[src/rtl/prdt_walk_pkg.sv]
package prdt_walk_pkg;
  localparam int unsigned DEF_ADDR_W   = 64;
  localparam int unsigned DEF_SIZE_W   = 22;
  localparam int unsigned DEF_OFF_W    = 32;
  localparam int unsigned DEF_CNT_W    = 16;
  localparam int unsigned DEF_CNT_LSB  = 16;
  localparam int unsigned DEF_TBL_GAP  = 128;

  typedef enum logic [1:0] {
    WK_IDLE,
    WK_SCAN,
    WK_EMIT,
    WK_FINISH
  } walk_state_e;
endpackage

[src/rtl/prdt_entry_eval.sv]
// Combinational evaluation of one descriptor: true length, locate test,
// and the segment it yields (trimmed when locating, whole otherwise).
module prdt_entry_eval #(
  parameter int unsigned ADDR_W = 64,
  parameter int unsigned SIZE_W = 22,
  parameter int unsigned TOT_W  = 39
) (
  input  logic [31:0]        size_word,
  input  logic [ADDR_W-1:0]  ent_addr,
  input  logic [TOT_W-1:0]   sum_before,
  input  logic [TOT_W-1:0]   offset,
  input  logic               locate,
  output logic [SIZE_W:0]    ent_len,
  output logic               hit,
  output logic [ADDR_W-1:0]  seg_addr,
  output logic [SIZE_W:0]    seg_len
);
  localparam int unsigned LEN_W = SIZE_W + 1;

  logic [TOT_W-1:0] reach;
  logic [TOT_W-1:0] pos_full;
  logic [LEN_W-1:0] pos;
  logic             unused_hi;

  always_comb begin
    ent_len  = {1'b0, size_word[SIZE_W-1:0]} + LEN_W'(1);
    reach    = sum_before + TOT_W'(ent_len);
    hit      = (offset <= reach);
    pos_full = locate ? (offset - sum_before) : '0;
    pos      = pos_full[LEN_W-1:0];
    seg_addr = ent_addr + ADDR_W'(pos);
    seg_len  = ent_len - pos;
  end

  assign unused_hi = ^{size_word[31:SIZE_W], pos_full[TOT_W-1:LEN_W]};
endmodule

[src/rtl/prdt_entry_counter.sv]
// Index of the descriptor being consumed and a flag for the final one.
module prdt_entry_counter #(
  parameter int unsigned CNT_W = 16
) (
  input  logic             clk,
  input  logic             rst_n,
  input  logic             clear,
  input  logic             step,
  input  logic [CNT_W-1:0] limit,
  output logic             is_last
);
  logic [CNT_W-1:0] idx_q;

  always_ff @(posedge clk) begin
    if (!rst_n || clear) begin
      idx_q <= '0;
    end else if (step) begin
      idx_q <= idx_q + CNT_W'(1);
    end
  end

  assign is_last = (idx_q == (limit - CNT_W'(1)));
endmodule

[src/rtl/prdt_seg_slot.sv]
// Single output register for the segment stream.
module prdt_seg_slot #(
  parameter int unsigned ADDR_W = 64,
  parameter int unsigned LEN_W  = 23
) (
  input  logic              clk,
  input  logic              rst_n,
  input  logic              load,
  input  logic [ADDR_W-1:0] load_addr,
  input  logic [LEN_W-1:0]  load_len,
  input  logic              out_ready,
  output logic              out_valid,
  output logic [ADDR_W-1:0] out_addr,
  output logic [LEN_W-1:0]  out_len
);
  always_ff @(posedge clk) begin
    if (!rst_n) begin
      out_valid <= 1'b0;
      out_addr  <= '0;
      out_len   <= '0;
    end else if (load) begin
      out_valid <= 1'b1;
      out_addr  <= load_addr;
      out_len   <= load_len;
    end else if (out_ready) begin
      out_valid <= 1'b0;
    end
  end
endmodule

[src/rtl/prdt_walker.sv]
module prdt_walker
  import prdt_walk_pkg::*;
#(
  parameter int unsigned ADDR_W  = DEF_ADDR_W,
  parameter int unsigned SIZE_W  = DEF_SIZE_W,
  parameter int unsigned OFF_W   = DEF_OFF_W,
  parameter int unsigned CNT_W   = DEF_CNT_W,
  parameter int unsigned CNT_LSB = DEF_CNT_LSB,
  parameter int unsigned TBL_GAP = DEF_TBL_GAP,
  localparam int unsigned LEN_W  = SIZE_W + 1,
  localparam int unsigned TOT_W  = LEN_W + CNT_W
) (
  input  logic              clk,
  input  logic              rst_n,
  input  logic              start,
  input  logic [31:0]       cmd_opts,
  input  logic [ADDR_W-1:0] cmd_tbl_base,
  input  logic [OFF_W-1:0]  xfer_offset,
  output logic [ADDR_W-1:0] table_addr,
  output logic              busy,
  input  logic              desc_valid,
  output logic              desc_ready,
  input  logic [ADDR_W-1:0] desc_addr,
  input  logic [31:0]       desc_size_word,
  output logic              seg_valid,
  input  logic              seg_ready,
  output logic [ADDR_W-1:0] seg_addr,
  output logic [LEN_W-1:0]  seg_len,
  output logic              done,
  output logic              err,
  output logic [TOT_W-1:0]  total_bytes
);
  walk_state_e       state_q;
  logic [CNT_W-1:0]  limit_q;
  logic [TOT_W-1:0]  sum_q;
  logic [TOT_W-1:0]  off_q;
  logic [TOT_W-1:0]  tot_q;
  logic [ADDR_W-1:0] tbl_q;
  logic              err_q;
  logic              done_q;

  logic              accept_start;
  logic [CNT_W-1:0]  new_count;
  logic              seg_free;
  logic              desc_fire;
  logic              locate;
  logic              seg_load;
  logic              is_last;
  logic [LEN_W-1:0]  ent_len;
  logic              hit;
  logic [ADDR_W-1:0] ev_addr;
  logic [LEN_W-1:0]  ev_len;
  logic              unused_opts;

  assign accept_start = start && (state_q == WK_IDLE);
  assign new_count    = cmd_opts[CNT_LSB +: CNT_W];
  assign seg_free     = !seg_valid || seg_ready;
  assign locate       = (state_q == WK_SCAN);
  assign desc_ready   = locate || ((state_q == WK_EMIT) && seg_free);
  assign desc_fire    = desc_valid && desc_ready;
  assign seg_load     = desc_fire && ((state_q == WK_EMIT) || hit);

  generate
    if (CNT_LSB > 0) begin : g_low_opts
      if (CNT_LSB + CNT_W < 32) begin : g_both
        assign unused_opts = ^{cmd_opts[31:CNT_LSB+CNT_W], cmd_opts[CNT_LSB-1:0]};
      end else begin : g_low_only
        assign unused_opts = ^cmd_opts[CNT_LSB-1:0];
      end
    end else if (CNT_W < 32) begin : g_high_opts
      assign unused_opts = ^cmd_opts[31:CNT_W];
    end else begin : g_no_opts
      assign unused_opts = 1'b0;
    end
  endgenerate

  prdt_entry_eval #(
    .ADDR_W(ADDR_W), .SIZE_W(SIZE_W), .TOT_W(TOT_W)
  ) u_eval (
    .size_word (desc_size_word),
    .ent_addr  (desc_addr),
    .sum_before(sum_q),
    .offset    (off_q),
    .locate    (locate),
    .ent_len   (ent_len),
    .hit       (hit),
    .seg_addr  (ev_addr),
    .seg_len   (ev_len)
  );

  prdt_entry_counter #(.CNT_W(CNT_W)) u_count (
    .clk    (clk),
    .rst_n  (rst_n),
    .clear  (accept_start),
    .step   (desc_fire),
    .limit  (limit_q),
    .is_last(is_last)
  );

  prdt_seg_slot #(.ADDR_W(ADDR_W), .LEN_W(LEN_W)) u_slot (
    .clk      (clk),
    .rst_n    (rst_n),
    .load     (seg_load),
    .load_addr(ev_addr),
    .load_len (ev_len),
    .out_ready(seg_ready),
    .out_valid(seg_valid),
    .out_addr (seg_addr),
    .out_len  (seg_len)
  );

  always_ff @(posedge clk) begin
    if (!rst_n) begin
      state_q <= WK_IDLE;
      limit_q <= '0;
      sum_q   <= '0;
      off_q   <= '0;
      tot_q   <= '0;
      tbl_q   <= '0;
      err_q   <= 1'b0;
      done_q  <= 1'b0;
    end else begin
      done_q <= 1'b0;
      unique case (state_q)
        WK_IDLE: begin
          if (start) begin
            tbl_q   <= cmd_tbl_base + ADDR_W'(TBL_GAP);
            off_q   <= TOT_W'(xfer_offset);
            sum_q   <= '0;
            tot_q   <= '0;
            limit_q <= new_count;
            err_q   <= (new_count == '0);
            state_q <= (new_count == '0) ? WK_FINISH : WK_SCAN;
          end
        end
        WK_SCAN: begin
          if (desc_fire) begin
            if (hit) begin
              tot_q   <= tot_q + TOT_W'(ev_len);
              state_q <= is_last ? WK_FINISH : WK_EMIT;
            end else begin
              sum_q <= sum_q + TOT_W'(ent_len);
              if (is_last) begin
                err_q   <= 1'b1;
                state_q <= WK_FINISH;
              end
            end
          end
        end
        WK_EMIT: begin
          if (desc_fire) begin
            tot_q <= tot_q + TOT_W'(ev_len);
            if (is_last) state_q <= WK_FINISH;
          end
        end
        WK_FINISH: begin
          if (!seg_valid) begin
            done_q  <= 1'b1;
            state_q <= WK_IDLE;
          end
        end
        default: state_q <= WK_IDLE;
      endcase
    end
  end

  assign table_addr  = tbl_q;
  assign busy        = (state_q != WK_IDLE);
  assign done        = done_q;
  assign err         = err_q;
  assign total_bytes = tot_q;
endmodule

[config.mk]
export PLATFORM = sky130hd
export DESIGN_NAME = prdt_walker
export DESIGN_NICKNAME = d
export VERILOG_FILES = /design/src/rtl/prdt_walk_pkg.sv /design/src/rtl/prdt_entry_eval.sv /design/src/rtl/prdt_entry_counter.sv /design/src/rtl/prdt_seg_slot.sv /design/src/rtl/prdt_walker.sv
export SDC_FILE = /design/constraint.sdc
export NUM_CORES = 1
export LEC_CHECK = 0
export BUFFER_PORTS_ARGS = -buffer_cell sky130_fd_sc_hd__clkbuf_2
export CAP_MARGIN = 10
export CORE_MARGIN = 4
export CORE_UTILIZATION = 56
export DETAILED_ROUTE_END_ITERATION = 6
export MAX_ROUTING_LAYER = met4
export PLACE_DENSITY = 0.93
export RECOVER_POWER = 100
export SKIP_LAST_GASP = 1
export SYNTH_ARGS = -nofsm -noshare
export SYNTH_HDL_FRONTEND = slang
export SYNTH_SLANG_ARGS = --single-unit
[constraint.sdc]
create_clock -name clk -period 6.7 [get_ports clk]
set_clock_uncertainty 0.2 [all_clocks]
set_input_delay 0.335 -clock clk [delete_from_list [all_inputs] [get_ports clk]]
set_output_delay 0.335 -clock clk [all_outputs]
set_load 0.02 [all_outputs]
==> metrics.md <==
| Metric | Value |
|---|---|
| Pwr dens | 385 mW/mm^2 |
| Most used DFF post-synth | dfxtp_1 |
| Largest net degree at the start of global routing | 120 |
| Number of global-route vias before repair | 21600 |
| Routed wire length | 70.9 mm |
| Post-synth EDFFs | 0 |
| Final Max Slew Viols | 137 |
| GRT met3 Usage | 0.0709 |
| Die area | 0.0384 sq mm |
| Clk_lat worst skew | 0.55 ns |
| Starting Density | 0.570 |
| Total CTS buffers | 35 |
| WP data arrival | 6.75 ns |
| Final cell count without fillers | 3483 |
| Total of warnings raised by yosys | 0 |
| Critical path class | flop to flop |
| I/O Pins | 424 |
| Slew margin rel. | -1.02 |
| Post-DRT Antenna Nets | 0 |
| Row Count | 68 |
| Fill count | 2576 |
| Layout net count | 3393 |
| Hold_sp | cmd_tbl_base[54] |
| Share of the synthesized area in the top cell type | 0.301 |
| Measured slew at the worst slew-check pin | 3.02 ns |
| CTS tree | built |
| Lkg Pwr | 10.3 nW |
| Setup violators final | 0 |
| CP required | 6.97 ns |
| Syn_nets | 2861 |
| Yosys cell types | 82 |
| Fmax | 0.154 GHz |
| Number of synthesized register bits | 298 |
| Layout cells sized above 1 | 0.126 |
| R2R cell count | 24 |
| Setup slack, reg-to-reg | 0.23 ns |
| Gr busiest metal | met2 |
| Max Root-Sink Buffers | 3 |
| First-pass GRT wire length | 111 mm |
| Worst Slack Setup Final | 0.225 ns |
| Overall power | 0.00965 W |
| Largest cells by area after synthesis | dfxtp_1, ha_1, xnor2_1 |
| CP Capture Type | flop |
| Syn avg cell area | 8.02 sq um |
| End of the worst register-to-register path | total_bytes[35]$_SDFFE_PN0P_ |
| Status | finished with violations |
| Grt ovf | 0 |
| Sequential element share of the synthesized area | 0.301 |
| Residual DRC count | 0 |
| DIE WIDTH | 196 microns |
| Routed len/inst | 20.4 microns |
| Clock Sinks | 298 |
| Synth Cell Area | 0.0198 sq mm |
| Crit Path Max Fanout | 6 |
| First-pass detailed-route iteration total | 6 |
| Placed Cells | 3270 |
| Fin util | 0.721 |
| Tcrit/Tclk final | 0.966 |
| Final Hold Fails | 0 |
| 1st-iter DRT viols | 1611 |
| Origin of the critical flop-to-flop path | off_q[0]$_SDFFE_PN0P_ |
| HPWL after DPL | 48.7 mm |
| GR Util met1 | 0.399 |
| Core area | 0.0347 sq mm |
| Startpoint types | flop |
| Total track usage | 0.358 |
| Hold Path Sink | table_addr[54]$_SDFFE_PN0P_ |
| Vias | 21500 |
| Chip Height | 196 microns |
| Clk slew on worst S/H paths | 0.06 ns |
| PortBufs | 397 |
| Antenna violations before repair | 4 |
| Min Tclk post-route | 6.47 ns |
| Biggest area consumer among synthesized cells | dfxtp_1 |
| Vias per cell | 6.17 |
| Post-synthesis instance total | 2468 |
| MaxCap Viol Count | 2 |
| Final Wtd Congestion | 1.02 |
| Fraction of registers with async set/reset | 0 |
| Failing checks | capacitance limit, slew limit |
| Post-Place Worst Slack | 0.000220 ns |
| Type of the worst min-delay path | input pin to flop |
| Synth-to-Final Area Change | 26.4% |
| CTS root buf | clkbuf_16 |
| M2 GR Usage | 0.600 |
| Peak supply drop | 0.000415 V |
| Hold Path Cell Cnt | 3 |
| CTS H-tree lvls | 2 |
## kinds of logic (layout without fill, tap and decap cells)
group           after synthesis  after routing  synth area share
compound gates              660            660             0.214
xor+xnor                    247            247             0.109
fa+ha+maj                   164            164             0.106
buf+inv                     193            749            0.0385
flops                       298            298             0.301
mux                          48             48            0.0243
other cells                   0              4                 0
simple gates                858            858             0.207
## metrics by stage
step	TNS, ns	hold WS, ns	instance area (sq um)
floorplan	0	0.231	19800
global placement	0	0.242	22500
detailed placement	0	0.253	22500
CTS	0	0.00314	25100
global route	-0.370	0.0293	25000
finish	0	0.0198	25000
## worst max-delay path, stage by stage, from the launching register on
cell and delay, ns:
dfxtp_1 0.33, inv_1 0.06, ha_1 0.22, fa_1 0.42
xnor2_1 0.32, nand2_1 0.16, ha_1 0.35, nor2b_1 0.16
o31a_1 0.27, o31ai_1 0.37, a21oi_1 0.16, a21o_1 0.23
a21o_1 0.18, a21oi_1 0.17, xnor2_1 0.17, ha_1 0.39
and3_1 0.22, nand4_1 0.19, a2111oi_4 0.37, nor3_1 0.12
a211oi_2 0.35, and3_4 0.25, o2111ai_4 0.17, or3_1 0.41
a21oi_1 0.17
## layout make-up
type,count,area [sq um],area share
Antenna cell,4,10.0,0.000400
Clock buffer,49,978,0.0391
Clock inverter,12,230,0.00920
Inverter,96,362,0.0144
Multi-Input combinational cell,1977,13300,0.530
Sequential cell,298,5970,0.238
Tap cell,455,569,0.0227
Timing Repair Buffer,592,3640,0.145
## placed cells by master (no fill, tap or decap), drive strengths merged, types with 23 or more instances in the layout
master / n
dlygate4sd3: 139
or3: 33
nand2: 256
nand2b: 23
a21o: 59
clkbuf: 454
nor2: 221
buf: 48
xnor2: 163
nand4: 45
and2: 25
mux2i: 48
a211oi: 65
inv: 96
a21oi: 236
o2bb2ai: 28
o21ai: 141
nor2b: 23
and3: 57
nand3: 91
ha: 159
nor3: 41
dfxtp: 298
xor2: 84
## worst max-delay path by stage
stage	depth (start not counted)	from	endpoint	slack (ns)
3_5_place_dp	30	desc_size_word[0]	sum_q[2]$_SDFFE_PN0P_	0.0002
2_1_floorplan	31	sum_q[1]$_SDFFE_PN0P_	total_bytes[37]$_SDFFE_PN0P_	0.58
4_1_cts	28	off_q[0]$_SDFFE_PN0P_	total_bytes[34]$_SDFFE_PN0P_	0.007
5_1_grt	30	sum_q[1]$_SDFFE_PN0P_	total_bytes[34]$_SDFFE_PN0P_	-0.07
6_report	24	off_q[0]$_SDFFE_PN0P_	total_bytes[35]$_SDFFE_PN0P_	0.23
3_3_place_gp	32	sum_q[1]$_SDFFE_PN0P_	total_bytes[35]$_SDFFE_PN0P_	0.15
## routing by layer
| layer | routed length [microns] | share of wire |
|---|---|---|
| met4 | 5110 | 0.072 |
| met3 | 6480 | 0.091 |
| met2 | 33500 | 0.47 |
| met5 | 0 | 0 |
| met1 | 25900 | 0.36 |
## cells in the mapped netlist, drive strengths merged, types with 8 or more instances
master,count
o31ai,10
a311oi,13
o211ai,10
a21o,59
and2,25
clkbuf,68
buf,29
inv,96
a21boi,8
nor3b,8
nor3,41
o2bb2ai,28
nand2b,23
o21ai,141
o21a,16
or3,33
nand2,256
nor2b,23
a21oi,236
o21bai,14
mux2i,48
and3,57
nor4,9
a2111oi,9
nand3,91
dfxtp,298
xnor2,163
xor2,84
a211oi,65
a31oi,12
ha,159
nor2,221
nand4,45
or2,11
## report_power, final
part | total, W | internal [W] | switching [W]
Combinational | 0.00520 | 0.00197 | 0.00324
Clock | 0.00204 | 0.00122 | 0.000814
Sequential | 0.00241 | 0.00213 | 0.000272
Total | 0.00965 | 0.00532 | 0.00432
## state kept, by name (all words and copies together), names as in the netlist, 16 cells and up
register / cells
table_addr: 64
u_slot.out_addr: 64
sum_q: 39
total_bytes: 39
off_q: 32
u_slot.out_len: 23
limit_q: 16
u_count.idx_q: 16
## timing repair
item,CTS,global route
endpoints found under the hold margin,138,0
hold buffers,139,0
resized for setup,1,42
pin swaps,2,12
setup buffers,1,7
setup endpoints to repair,3,41
gates cloned,0,0
Note: power is estimated with default switching activity, not from simulation.
